==> src/rtl/xlat_cap_pkg.sv <==
package xlat_cap_pkg;

   typedef enum logic [2:0] {
      XC_OK    = 3'd0,
      XC_NOTAG = 3'd1,
      XC_RANGE = 3'd2,
      XC_NOWR  = 3'd3,
      XC_NORD  = 3'd4
   } xc_cause_e;

   localparam int unsigned PERM_W  = 2;
   localparam int unsigned PERM_RD = 0;
   localparam int unsigned PERM_WR = 1;

endpackage

==> src/rtl/xlat_reg_file.sv <==
module xlat_reg_file #(
   parameter int unsigned NREG  = 4,
   parameter int unsigned IDX_W = 2,
   parameter int unsigned PPN_W = 20,
   parameter int unsigned VPN_W = 20
) (
   input  logic                                    clk_i,
   input  logic                                    rst_ni,
   input  logic                                    rsp_valid_i,
   input  logic [IDX_W-1:0]                        rsp_idx_i,
   input  logic [VPN_W-1:0]                        rsp_vpn_i,
   input  logic [PPN_W-1:0]                        rsp_ppn_i,
   input  logic [xlat_cap_pkg::PERM_W-1:0]         rsp_perm_i,
   input  logic                                    wr_valid_i,
   input  logic [IDX_W-1:0]                        wr_idx_i,
   input  logic [VPN_W-1:0]                        wr_vpn_i,
   input  logic [PPN_W-1:0]                        wr_ppn_i,
   input  logic [xlat_cap_pkg::PERM_W-1:0]         wr_perm_i,
   input  logic                                    inv_valid_i,
   input  logic [IDX_W-1:0]                        inv_idx_i,
   output logic [NREG-1:0]                         tag_o,
   output logic [NREG-1:0][PPN_W-1:0]              ppn_o,
   output logic [NREG-1:0][xlat_cap_pkg::PERM_W-1:0] perm_o,
   output logic [NREG-1:0][VPN_W-1:0]              vpn_o
);
   import xlat_cap_pkg::*;

   for (genvar g = 0; g < NREG; g++) begin : g_ent
      logic hit_rsp;
      logic hit_wr;
      logic hit_inv;

      assign hit_rsp = rsp_valid_i && (rsp_idx_i == IDX_W'(g));
      assign hit_wr  = wr_valid_i  && (wr_idx_i  == IDX_W'(g));
      assign hit_inv = inv_valid_i && (inv_idx_i == IDX_W'(g));

      always_ff @(posedge clk_i) begin
         if (!rst_ni) begin
            tag_o[g]  <= 1'b0;
            ppn_o[g]  <= '0;
            perm_o[g] <= '0;
            vpn_o[g]  <= '0;
         end else if (hit_wr) begin
            // plain write: fields replaced, capability lost
            tag_o[g]  <= 1'b0;
            ppn_o[g]  <= wr_ppn_i;
            perm_o[g] <= wr_perm_i;
            vpn_o[g]  <= wr_vpn_i;
         end else if (hit_inv) begin
            // a colliding response is dropped
            tag_o[g]  <= 1'b0;
         end else if (hit_rsp) begin
            tag_o[g]  <= 1'b1;
            ppn_o[g]  <= rsp_ppn_i;
            perm_o[g] <= rsp_perm_i;
            vpn_o[g]  <= rsp_vpn_i;
         end
      end
   end

endmodule

==> src/rtl/xlat_access_check.sv <==
module xlat_access_check #(
   parameter int unsigned PPN_W     = 20,
   parameter int unsigned PAGE_BITS = 12,
   parameter int unsigned OFF_W     = 14,
   parameter int unsigned SZ_W      = 2
) (
   input  logic                              tag_i,
   input  logic [PPN_W-1:0]                  ppn_i,
   input  logic [xlat_cap_pkg::PERM_W-1:0]   perm_i,
   input  logic [OFF_W-1:0]                  off_i,
   input  logic [SZ_W-1:0]                   size_i,
   input  logic                              store_i,
   output logic                              ok_o,
   output xlat_cap_pkg::xc_cause_e           cause_o,
   output logic [PPN_W+PAGE_BITS-1:0]        pa_o
);
   import xlat_cap_pkg::*;

   localparam int unsigned BYTES_W = 1 << SZ_W;
   localparam int unsigned END_W   = ((OFF_W > BYTES_W) ? OFF_W : BYTES_W) + 1;

   logic [END_W-1:0] span_end;
   logic [END_W-1:0] page_lim;
   logic             out_of_page;
   logic             perm_ok;

   assign page_lim    = END_W'(1) << PAGE_BITS;
   assign span_end    = END_W'(off_i) + (END_W'(1) << size_i);
   assign out_of_page = span_end > page_lim;
   assign perm_ok     = store_i ? perm_i[PERM_WR] : perm_i[PERM_RD];
   assign pa_o        = {ppn_i, off_i[PAGE_BITS-1:0]};

   // priority: tag, then range, then permission
   always_comb begin
      cause_o = XC_OK;
      if (!tag_i)           cause_o = XC_NOTAG;
      else if (out_of_page) cause_o = XC_RANGE;
      else if (!perm_ok)    cause_o = store_i ? XC_NOWR : XC_NORD;
   end

   assign ok_o = (cause_o == XC_OK);

endmodule

==> src/rtl/xlat_retrans.sv <==
module xlat_retrans #(
   parameter int unsigned NREG  = 4,
   parameter int unsigned IDX_W = 2,
   parameter int unsigned VPN_W = 20
) (
   input  logic                         clk_i,
   input  logic                         rst_ni,
   input  logic                         rtx_valid_i,
   input  logic [IDX_W-1:0]             rtx_idx_i,
   input  logic [NREG-1:0][VPN_W-1:0]   vpn_arr_i,
   output logic                         req_valid_o,
   output logic [IDX_W-1:0]             req_idx_o,
   output logic [VPN_W-1:0]             req_vpn_o
);

   always_ff @(posedge clk_i) begin
      if (!rst_ni) begin
         req_valid_o <= 1'b0;
         req_idx_o   <= '0;
         req_vpn_o   <= '0;
      end else begin
         req_valid_o <= rtx_valid_i;
         if (rtx_valid_i) begin
            req_idx_o <= rtx_idx_i;
            req_vpn_o <= vpn_arr_i[rtx_idx_i];
         end
      end
   end

endmodule

==> src/rtl/xlat_cap_unit.sv <==
module xlat_cap_unit #(
   parameter int unsigned NREG       = 4,
   parameter int unsigned PA_W       = 32,
   parameter int unsigned VA_W       = 32,
   parameter int unsigned PAGE_BITS  = 12,
   parameter int unsigned OFF_W      = 14,
   parameter int unsigned SZ_W       = 2,
   parameter bit          RESULT_REG = 1'b1,
   localparam int unsigned IDX_W     = (NREG > 1) ? $clog2(NREG) : 1,
   localparam int unsigned PPN_W     = PA_W - PAGE_BITS,
   localparam int unsigned VPN_W     = VA_W - PAGE_BITS
) (
   input  logic               clk_i,
   input  logic               rst_ni,
   input  logic               tlb_rsp_valid_i,
   input  logic [IDX_W-1:0]   tlb_rsp_idx_i,
   input  logic [VPN_W-1:0]   tlb_rsp_vpn_i,
   input  logic [PPN_W-1:0]   tlb_rsp_ppn_i,
   input  logic [1:0]         tlb_rsp_perm_i,
   input  logic               wr_valid_i,
   input  logic [IDX_W-1:0]   wr_idx_i,
   input  logic [VPN_W-1:0]   wr_vpn_i,
   input  logic [PPN_W-1:0]   wr_ppn_i,
   input  logic [1:0]         wr_perm_i,
   input  logic               inv_valid_i,
   input  logic [IDX_W-1:0]   inv_idx_i,
   input  logic               rtx_valid_i,
   input  logic [IDX_W-1:0]   rtx_idx_i,
   output logic               tlb_req_valid_o,
   output logic [IDX_W-1:0]   tlb_req_idx_o,
   output logic [VPN_W-1:0]   tlb_req_vpn_o,
   input  logic               acc_valid_i,
   input  logic [IDX_W-1:0]   acc_idx_i,
   input  logic [OFF_W-1:0]   acc_off_i,
   input  logic [SZ_W-1:0]    acc_size_i,
   input  logic               acc_store_i,
   output logic               acc_gnt_o,
   output logic [PA_W-1:0]    acc_pa_o,
   output logic               acc_trap_o,
   output logic [2:0]         acc_cause_o
);
   import xlat_cap_pkg::*;

   // elaboration-time parameter checks
   if (PAGE_BITS >= PA_W || PAGE_BITS >= VA_W) begin : g_bad_page
      $error("page size must be smaller than both address spaces");
   end
   if (OFF_W < PAGE_BITS) begin : g_bad_off
      $error("offset must cover a whole page");
   end
   if (NREG < 1) begin : g_bad_nreg
      $error("at least one translation register is required");
   end
   if (SZ_W < 1 || SZ_W > 3) begin : g_bad_sz
      $error("size code width out of range");
   end

   logic [NREG-1:0]              tag_q;
   logic [NREG-1:0][PPN_W-1:0]   ppn_q;
   logic [NREG-1:0][PERM_W-1:0]  perm_q;
   logic [NREG-1:0][VPN_W-1:0]   vpn_q;

   xlat_reg_file #(
      .NREG (NREG), .IDX_W(IDX_W), .PPN_W(PPN_W), .VPN_W(VPN_W)
   ) u_regs (
      .clk_i       (clk_i),
      .rst_ni      (rst_ni),
      .rsp_valid_i (tlb_rsp_valid_i),
      .rsp_idx_i   (tlb_rsp_idx_i),
      .rsp_vpn_i   (tlb_rsp_vpn_i),
      .rsp_ppn_i   (tlb_rsp_ppn_i),
      .rsp_perm_i  (tlb_rsp_perm_i),
      .wr_valid_i  (wr_valid_i),
      .wr_idx_i    (wr_idx_i),
      .wr_vpn_i    (wr_vpn_i),
      .wr_ppn_i    (wr_ppn_i),
      .wr_perm_i   (wr_perm_i),
      .inv_valid_i (inv_valid_i),
      .inv_idx_i   (inv_idx_i),
      .tag_o       (tag_q),
      .ppn_o       (ppn_q),
      .perm_o      (perm_q),
      .vpn_o       (vpn_q)
   );

   xlat_retrans #(
      .NREG(NREG), .IDX_W(IDX_W), .VPN_W(VPN_W)
   ) u_rtx (
      .clk_i       (clk_i),
      .rst_ni      (rst_ni),
      .rtx_valid_i (rtx_valid_i),
      .rtx_idx_i   (rtx_idx_i),
      .vpn_arr_i   (vpn_q),
      .req_valid_o (tlb_req_valid_o),
      .req_idx_o   (tlb_req_idx_o),
      .req_vpn_o   (tlb_req_vpn_o)
   );

   logic       chk_ok;
   xc_cause_e  chk_cause;
   logic [PA_W-1:0] chk_pa;

   xlat_access_check #(
      .PPN_W(PPN_W), .PAGE_BITS(PAGE_BITS), .OFF_W(OFF_W), .SZ_W(SZ_W)
   ) u_chk (
      .tag_i   (tag_q[acc_idx_i]),
      .ppn_i   (ppn_q[acc_idx_i]),
      .perm_i  (perm_q[acc_idx_i]),
      .off_i   (acc_off_i),
      .size_i  (acc_size_i),
      .store_i (acc_store_i),
      .ok_o    (chk_ok),
      .cause_o (chk_cause),
      .pa_o    (chk_pa)
   );

   logic            nxt_gnt;
   logic            nxt_trap;
   logic [2:0]      nxt_cause;
   logic [PA_W-1:0] nxt_pa;

   assign nxt_gnt   = acc_valid_i && chk_ok;
   assign nxt_trap  = acc_valid_i && !chk_ok;
   assign nxt_cause = acc_valid_i ? chk_cause : XC_OK;
   assign nxt_pa    = nxt_gnt ? chk_pa : '0;   // no address leaks on a trap

   if (RESULT_REG) begin : g_res_reg
      always_ff @(posedge clk_i) begin
         if (!rst_ni) begin
            acc_gnt_o   <= 1'b0;
            acc_trap_o  <= 1'b0;
            acc_cause_o <= XC_OK;
            acc_pa_o    <= '0;
         end else begin
            acc_gnt_o   <= nxt_gnt;
            acc_trap_o  <= nxt_trap;
            acc_cause_o <= nxt_cause;
            acc_pa_o    <= nxt_pa;
         end
      end
   end else begin : g_res_comb
      assign acc_gnt_o   = nxt_gnt;
      assign acc_trap_o  = nxt_trap;
      assign acc_cause_o = nxt_cause;
      assign acc_pa_o    = nxt_pa;
   end

endmodule

==> config.mk <==
export PLATFORM = sky130hd
export DESIGN_NAME = xlat_cap_unit
export DESIGN_NICKNAME = d
export VERILOG_FILES = /design/src/rtl/xlat_cap_pkg.sv /design/src/rtl/xlat_reg_file.sv /design/src/rtl/xlat_access_check.sv /design/src/rtl/xlat_retrans.sv /design/src/rtl/xlat_cap_unit.sv
export SDC_FILE = /design/constraint.sdc
export NUM_CORES = 1
export LEC_CHECK = 0
export BUFFER_PORTS_ARGS = -buffer_cell sky130_fd_sc_hd__buf_2
export CAP_MARGIN = 20
export CORE_UTILIZATION = 30
export DETAILED_ROUTE_END_ITERATION = 8
export GPL_TIMING_DRIVEN = 0
export PLACE_DENSITY_LB_ADDON = 0.25
export SLEW_MARGIN = 10
export SYNTH_ARGS = -nofsm -noshare
export SYNTH_HDL_FRONTEND = slang
export SYNTH_SLANG_ARGS = --single-unit
==> constraint.sdc <==
create_clock -name clk_i -period 3.04 [get_ports clk_i]
set_input_delay 0.304 -clock clk_i [delete_from_list [all_inputs] [get_ports clk_i]]
set_output_delay 0.304 -clock clk_i [all_outputs]
set_load 0.02 [all_outputs]
Yosys cells after proc, flatten, opt, wreduce, memory -nomap -nowiden

Index checks and enable logic that the tools add are counted.
W data, S select, Z words.

Add/subtract/negate cells: 1
Order comparisons: 3
Equality and inequality tests: 13
Shift-type cells: 1
Mux-type cells: 49
Bitwise gates (word level): 1
Reductions and logical operators: 33

Operators by type and width:

| operator               | number |
|---|---|
| $mux W20               | 26 |
| $bmux W20 S2           | 2 |
| $mux W2                | 13 |
| $add A14 B15 Y15       | 1 |
| $gt A15 B13 Y1 const B | 1 |
| $shl A1 B2 Y15 const A | 1 |
| $logic_and A1 B1 Y1    | 14 |
| $eq A2 B2 Y1 const B   | 6 |
| $mux W3                | 4 |
| $reduce_and A2 Y1      | 6 |
| $reduce_or A3 Y1       | 4 |
| $ne A2 B1 Y1 const B   | 4 |
| $reduce_bool A2 Y1     | 4 |
| $eq A2 B1 Y1 const B   | 3 |
| $logic_not A2 Y1       | 3 |
| $lt A2 B3 Y1 const B   | 2 |
| $bmux W2 S2            | 1 |
| $logic_not A3 Y1       | 1 |
| $bmux W1 S2            | 1 |
| $mux W1                | 2 |
| $logic_not A1 Y1       | 1 |
| $not A1 Y1             | 1 |

Register bits after elaboration: 232
Input port bits: 118
Output and inout bits: 60
Word-level logic and storage cells: 124

Longest topological paths before layout

Depth after elaboration: 9
Depth in mapped cells: 10
Gate-level depth less buffers: 9

Cells and area by module

Synthesis repeated with hierarchy kept, for this count alone.

Cells, all modules: 1,336
Area total of the unflattened synthesis: 11,801.3 um^2

Modules (own cells, without submodules):

| module            | times used | cells each | area each (um^2) |
|---|---|---|---|
| xlat_reg_file     | 1          | 1,007      | 8,039.0 |
| xlat_cap_unit     | 1          | 111        | 1,679.1 |
| xlat_retrans      | 1          | 125        | 1,386.3 |
| xlat_access_check | 1          | 93         | 696.9 |

Least setup slack after synthesis

Ideal clock, no wire load.

Kind: input port to flip-flop
Start: in acc_size_i[1]
End: reg acc_pa_o[11]
Library setup time: 73 ps
Data arrival time: 2,496 ps
Required time: 2,967 ps
Setup slack: 472 ps
Cell stages on the path: 10
Cells stage by stage: nor2_1 > ha_1 > fa_1 > a211oi_4 > nor3_2 > or3_1 > a221oi_2 > a21oi_2 > buf_6 > nor3b_2

Cells in the longest elaborated chain, start to end: 8

RTL lines:

| element                     | line                    | source |
|---|---|---|
| start: declaration          | xlat_cap_unit.sv:35     | `input logic [SZ_W-1:0] acc_size_i,` |
| $shl A1 B2 Y15              | xlat_access_check.sv:28 | `assign span_end = END_W'(off_i) + (END_W'(1) << size_i);` |
| $add A14 B15 Y15            | xlat_access_check.sv:28 |  |
| $gt A15 B13 Y1              | xlat_access_check.sv:29 | `assign out_of_page = span_end > page_lim;` |
| $mux W3                     | xlat_access_check.sv:37 | `else if (out_of_page) cause_o = XC_RANGE;` |
| $mux W3                     | xlat_access_check.sv:36 | `if (!tag_i) cause_o = XC_NOTAG;` |
| $logic_not A3 Y1            | xlat_access_check.sv:41 | `assign ok_o = (cause_o == XC_OK);` |
| $logic_and A1 B1 Y1         | xlat_cap_unit.sv:122    | `assign nxt_gnt = acc_valid_i && chk_ok;` |
| $reduce_and A2 Y1 (no line) | -                       |  |
| end signal: assignment      | xlat_cap_unit.sv:138    | `acc_pa_o <= nxt_pa;` |
| end: declaration            | xlat_cap_unit.sv:38     | `output logic [PA_W-1:0] acc_pa_o,` |

No other way between the ends.
A chain may end at the register's enable or synchronous reset.

Final worst setup path

Start: in acc_size_i[0]
End: reg acc_pa_o[8]

Same word-level chain as after synthesis.

==> results_dict.tcl <==
set metrics [dict create \
    status "complete, no violations" \
    ys_top_cells_by_area "dfxtp_1 (41%), mux2i_1 (17%), o211a_1 (15%)" \
    criticalPathCategory "primary input to register" \
    multi_input_area_um2 6320 \
    cts_buffer_depth 3 \
    routedWlPerCell_um 20.87 \
    internal_power_mw 5.733 \
    p_switching_mw 2.040 \
    clock_latency_ps 540 \
    synth.avg_cell_area_um2 10.66 \
    critPathRequiredTime_ps 3490 \
    grt_pass1_wl_mm 57.13 \
    p_leak_nw 7.624 \
    final_nets 1395 \
    synth.distinct_cells 48 \
    powerDensity_nw_per_um2 561.6 \
    routed_wl_mm 37.70 \
    grt_max_degree 14 \
    drt_first_pass_iters 6 \
    synth_top_area_cell "dfxtp_1" \
    drv_cap 0 \
    start_util_pct 30.37 \
    fin_crit_sh_pct 78.32 \
    clock-root-buffer "clkbuf_16" \
    io_buffers 172 \
    cts_hold_buf 1 \
    syn_inst 1070 \
    clock_sinks 232 \
    synth_edf_count 0 \
    hold_class "primary input to register" \
    postCtsSetupBuffers 0 \
    gp_congestion 0.8231 \
    avgViaCountPerCell 5.059 \
    fillers 3855 \
    coreArea_um2 37580 \
    syn_nets 1193 \
    crit_arrival_ps 2830 \
    ys.flop_type "dfxtp_1" \
    syn_area_um2 11410 \
    antenna_found_initial 8 \
    p_seq_share_pct 42.9 \
    grt_pass1_vias 9337 \
    overflow 0 \
    setup_tns_ps 0 \
    maxSlewViolCount 0 \
    drive_gt1_share_pct 23.78 \
    tightest_slew_ps 1016 \
    ios 178 \
    chipWidth_um 197.0 \
    rsz0062_at_grt "false" \
    worst_setup_path_start_kind "primary input" \
    synth_top_area_share_pct 40.70 \
    hold_viol 0 \
    cts_tree "yes" \
    cts-buffers-inserted 27 \
    synth_warnings 0 \
    ant_nets 0 \
    max_freq_mhz 420.0 \
    final_util_pct 36.83 \
    path_clk_slew_ps 60 \
    drc 0 \
    layout_commonest_cell "dfxtp_1" \
    synth_sequential_area_ratio_pct 40.70 \
    switching_share_pct 26.24 \
    first_iter_violations 533 \
    worstPathMaxFanout 10 \
    fin_crit_ps 2381 \
    die_height_um 197.0 \
    rows 71 \
    dieArea_um2 38820 \
    dp_hpwl_mm 26.54 \
    power_frac_comb_pct 14.3 \
    dr_total_vias 9141 \
    seqCellArea_um2 4644 \
    clock_skew_ps 10.83 \
    final_cell_mix "dfxtp_1 (232), mux2i_1 (196), nand2_1 (184), buf_2 (184), o211a_1 (168)" \
    vdd_ir_drop_max_mv 0.4018 \
    syn2layout_area_growth_pct 21.29 \
    synthArstFlopShare_pct 0 \
    setup_viol 0 \
    ys_seq_elements 232 \
    clkPwrFrac_pct 42.8 \
    worst_r2r_path_depth 5 \
    cts_max_level 1 \
    hold_depth 2 \
    grtUsageTotal_pct 19.44 \
    slew-limit-headroom_pct 32.29 \
    cts_resized 0 \
    endpoint_kind "register" \
]
-- final timing paths --
check / start / endpoint / slack, ps
min reg2reg: u_regs.tag_o[2] / u_regs.tag_o[2] / 450
max reg2reg: u_regs.perm_o[5] / acc_pa_o[20] / 1020
min: acc_off_i[2] / acc_pa_o[2] / 30
max: acc_size_i[0] / acc_pa_o[8] / 660
-- final cells by class --
type                    count  area share [%]
repair buffers            173           6.292
clock inverters             7          0.6418
diodes                      5         0.09040
well taps                 511           4.619
plain buffers              97           2.902
clock buffers              41           5.912
inverters                  12          0.3254
multi-input cells         729           45.66
flip-flops and latches    232           33.56
-- power by group through the flow --
stage / sequential, mW / combinational (mW) / clock [mW]
final: 3.34 / 1.11 / 3.33
after global routing: 3.36 / 1.21 / 3.51
after global placement: 3.39 / 1.10 / 0
after detailed placement: 3.40 / 1.11 / 0
after CTS: 3.33 / 1.12 / 3.39
after floorplan: 3.39 / 0.694 / 0
-- worst max-delay path: stages --
cell	delay (ps)
buf_2	110
nor2_1	40
ha_1	200
fa_1	470
a211oi_4	360
o21a_1	170
o21ai_0	100
a2111oi_2	420
a21oi_2	240
buf_6	220
nor3b_2	180
-- synth_stat cells (2+ instances only) --
| cell | n |
|---|---|
| a21o_1 | 2 |
| a21oi_1 | 4 |
| a21oi_2 | 2 |
| a31oi_1 | 3 |
| and2_1 | 3 |
| buf_1 | 18 |
| buf_2 | 12 |
| buf_6 | 3 |
| clkbuf_1 | 64 |
| dfxtp_1 | 232 |
| ha_1 | 4 |
| inv_1 | 12 |
| mux2_2 | 2 |
| mux2i_1 | 196 |
| mux4_2 | 37 |
| nand2_1 | 184 |
| nand3_1 | 7 |
| nand3b_1 | 2 |
| nand4_1 | 4 |
| nor2_1 | 12 |
| nor2b_1 | 19 |
| nor3_1 | 2 |
| nor3_2 | 3 |
| nor3b_1 | 6 |
| nor3b_2 | 27 |
| nor4_1 | 2 |
| nor4b_1 | 2 |
| o211a_1 | 168 |
| o211ai_1 | 2 |
| o21a_1 | 3 |
| o21ai_0 | 10 |
| o22ai_1 | 6 |
| or2_2 | 2 |
-- per-stage QoR --
| step | instance area [µm²] | cells | power (mW) | hold WS (ps) | setup WS [ps] |
|---|---|---|---|---|---|
| floorplan | 11410 | 1070 | 4.085 | 380.3 | 471.5 |
| global placement | 12910 | 1753 | 4.494 | 442.4 | 101.2 |
| detailed placement | 12910 | 1753 | 4.513 | 443.9 | 58.82 |
| CTS | 13830 | 1802 | 7.843 | 18.63 | 608.3 |
| global route | 13840 | 1805 | 8.083 | 46.09 | 392.6 |
| finish | 13840 | 1807 | 7.773 | 31.99 | 659.1 |
-- layer usage --
layer  wire, µm  GRT usage (%)
met1      17240          26.12
met2      17020          31.78
met3       2633          4.166
met4        794          4.479
met5          8              0
-- flip-flops by register name, indices dropped and copies added (netlist names) --
| signal | cells |
|---|---|
| u_rtx.req_idx_o | 2 |
| u_regs.ppn_o | 80 |
| u_rtx.req_valid_o | 1 |
| u_regs.vpn_o | 80 |
| acc_pa_o | 32 |
| acc_cause_o | 3 |
| u_regs.perm_o | 8 |
| acc_trap_o | 1 |
| u_rtx.req_vpn_o | 20 |
| u_regs.tag_o | 4 |
| acc_gnt_o | 1 |
-- logic make-up after synthesis --
group / count (synthesis) / synth area share, %
AO/OA/AOI/OAI: 210 / 17.42
XOR/XNOR: 2 / 0.1535
adder cells (fa/ha/maj): 5 / 0.6141
buffers and inverters: 109 / 3.914
flip-flops: 232 / 40.70
multiplexers: 235 / 24.69
AND/OR/NAND/NOR: 277 / 12.50
Power figures use the tool's default switching activity.
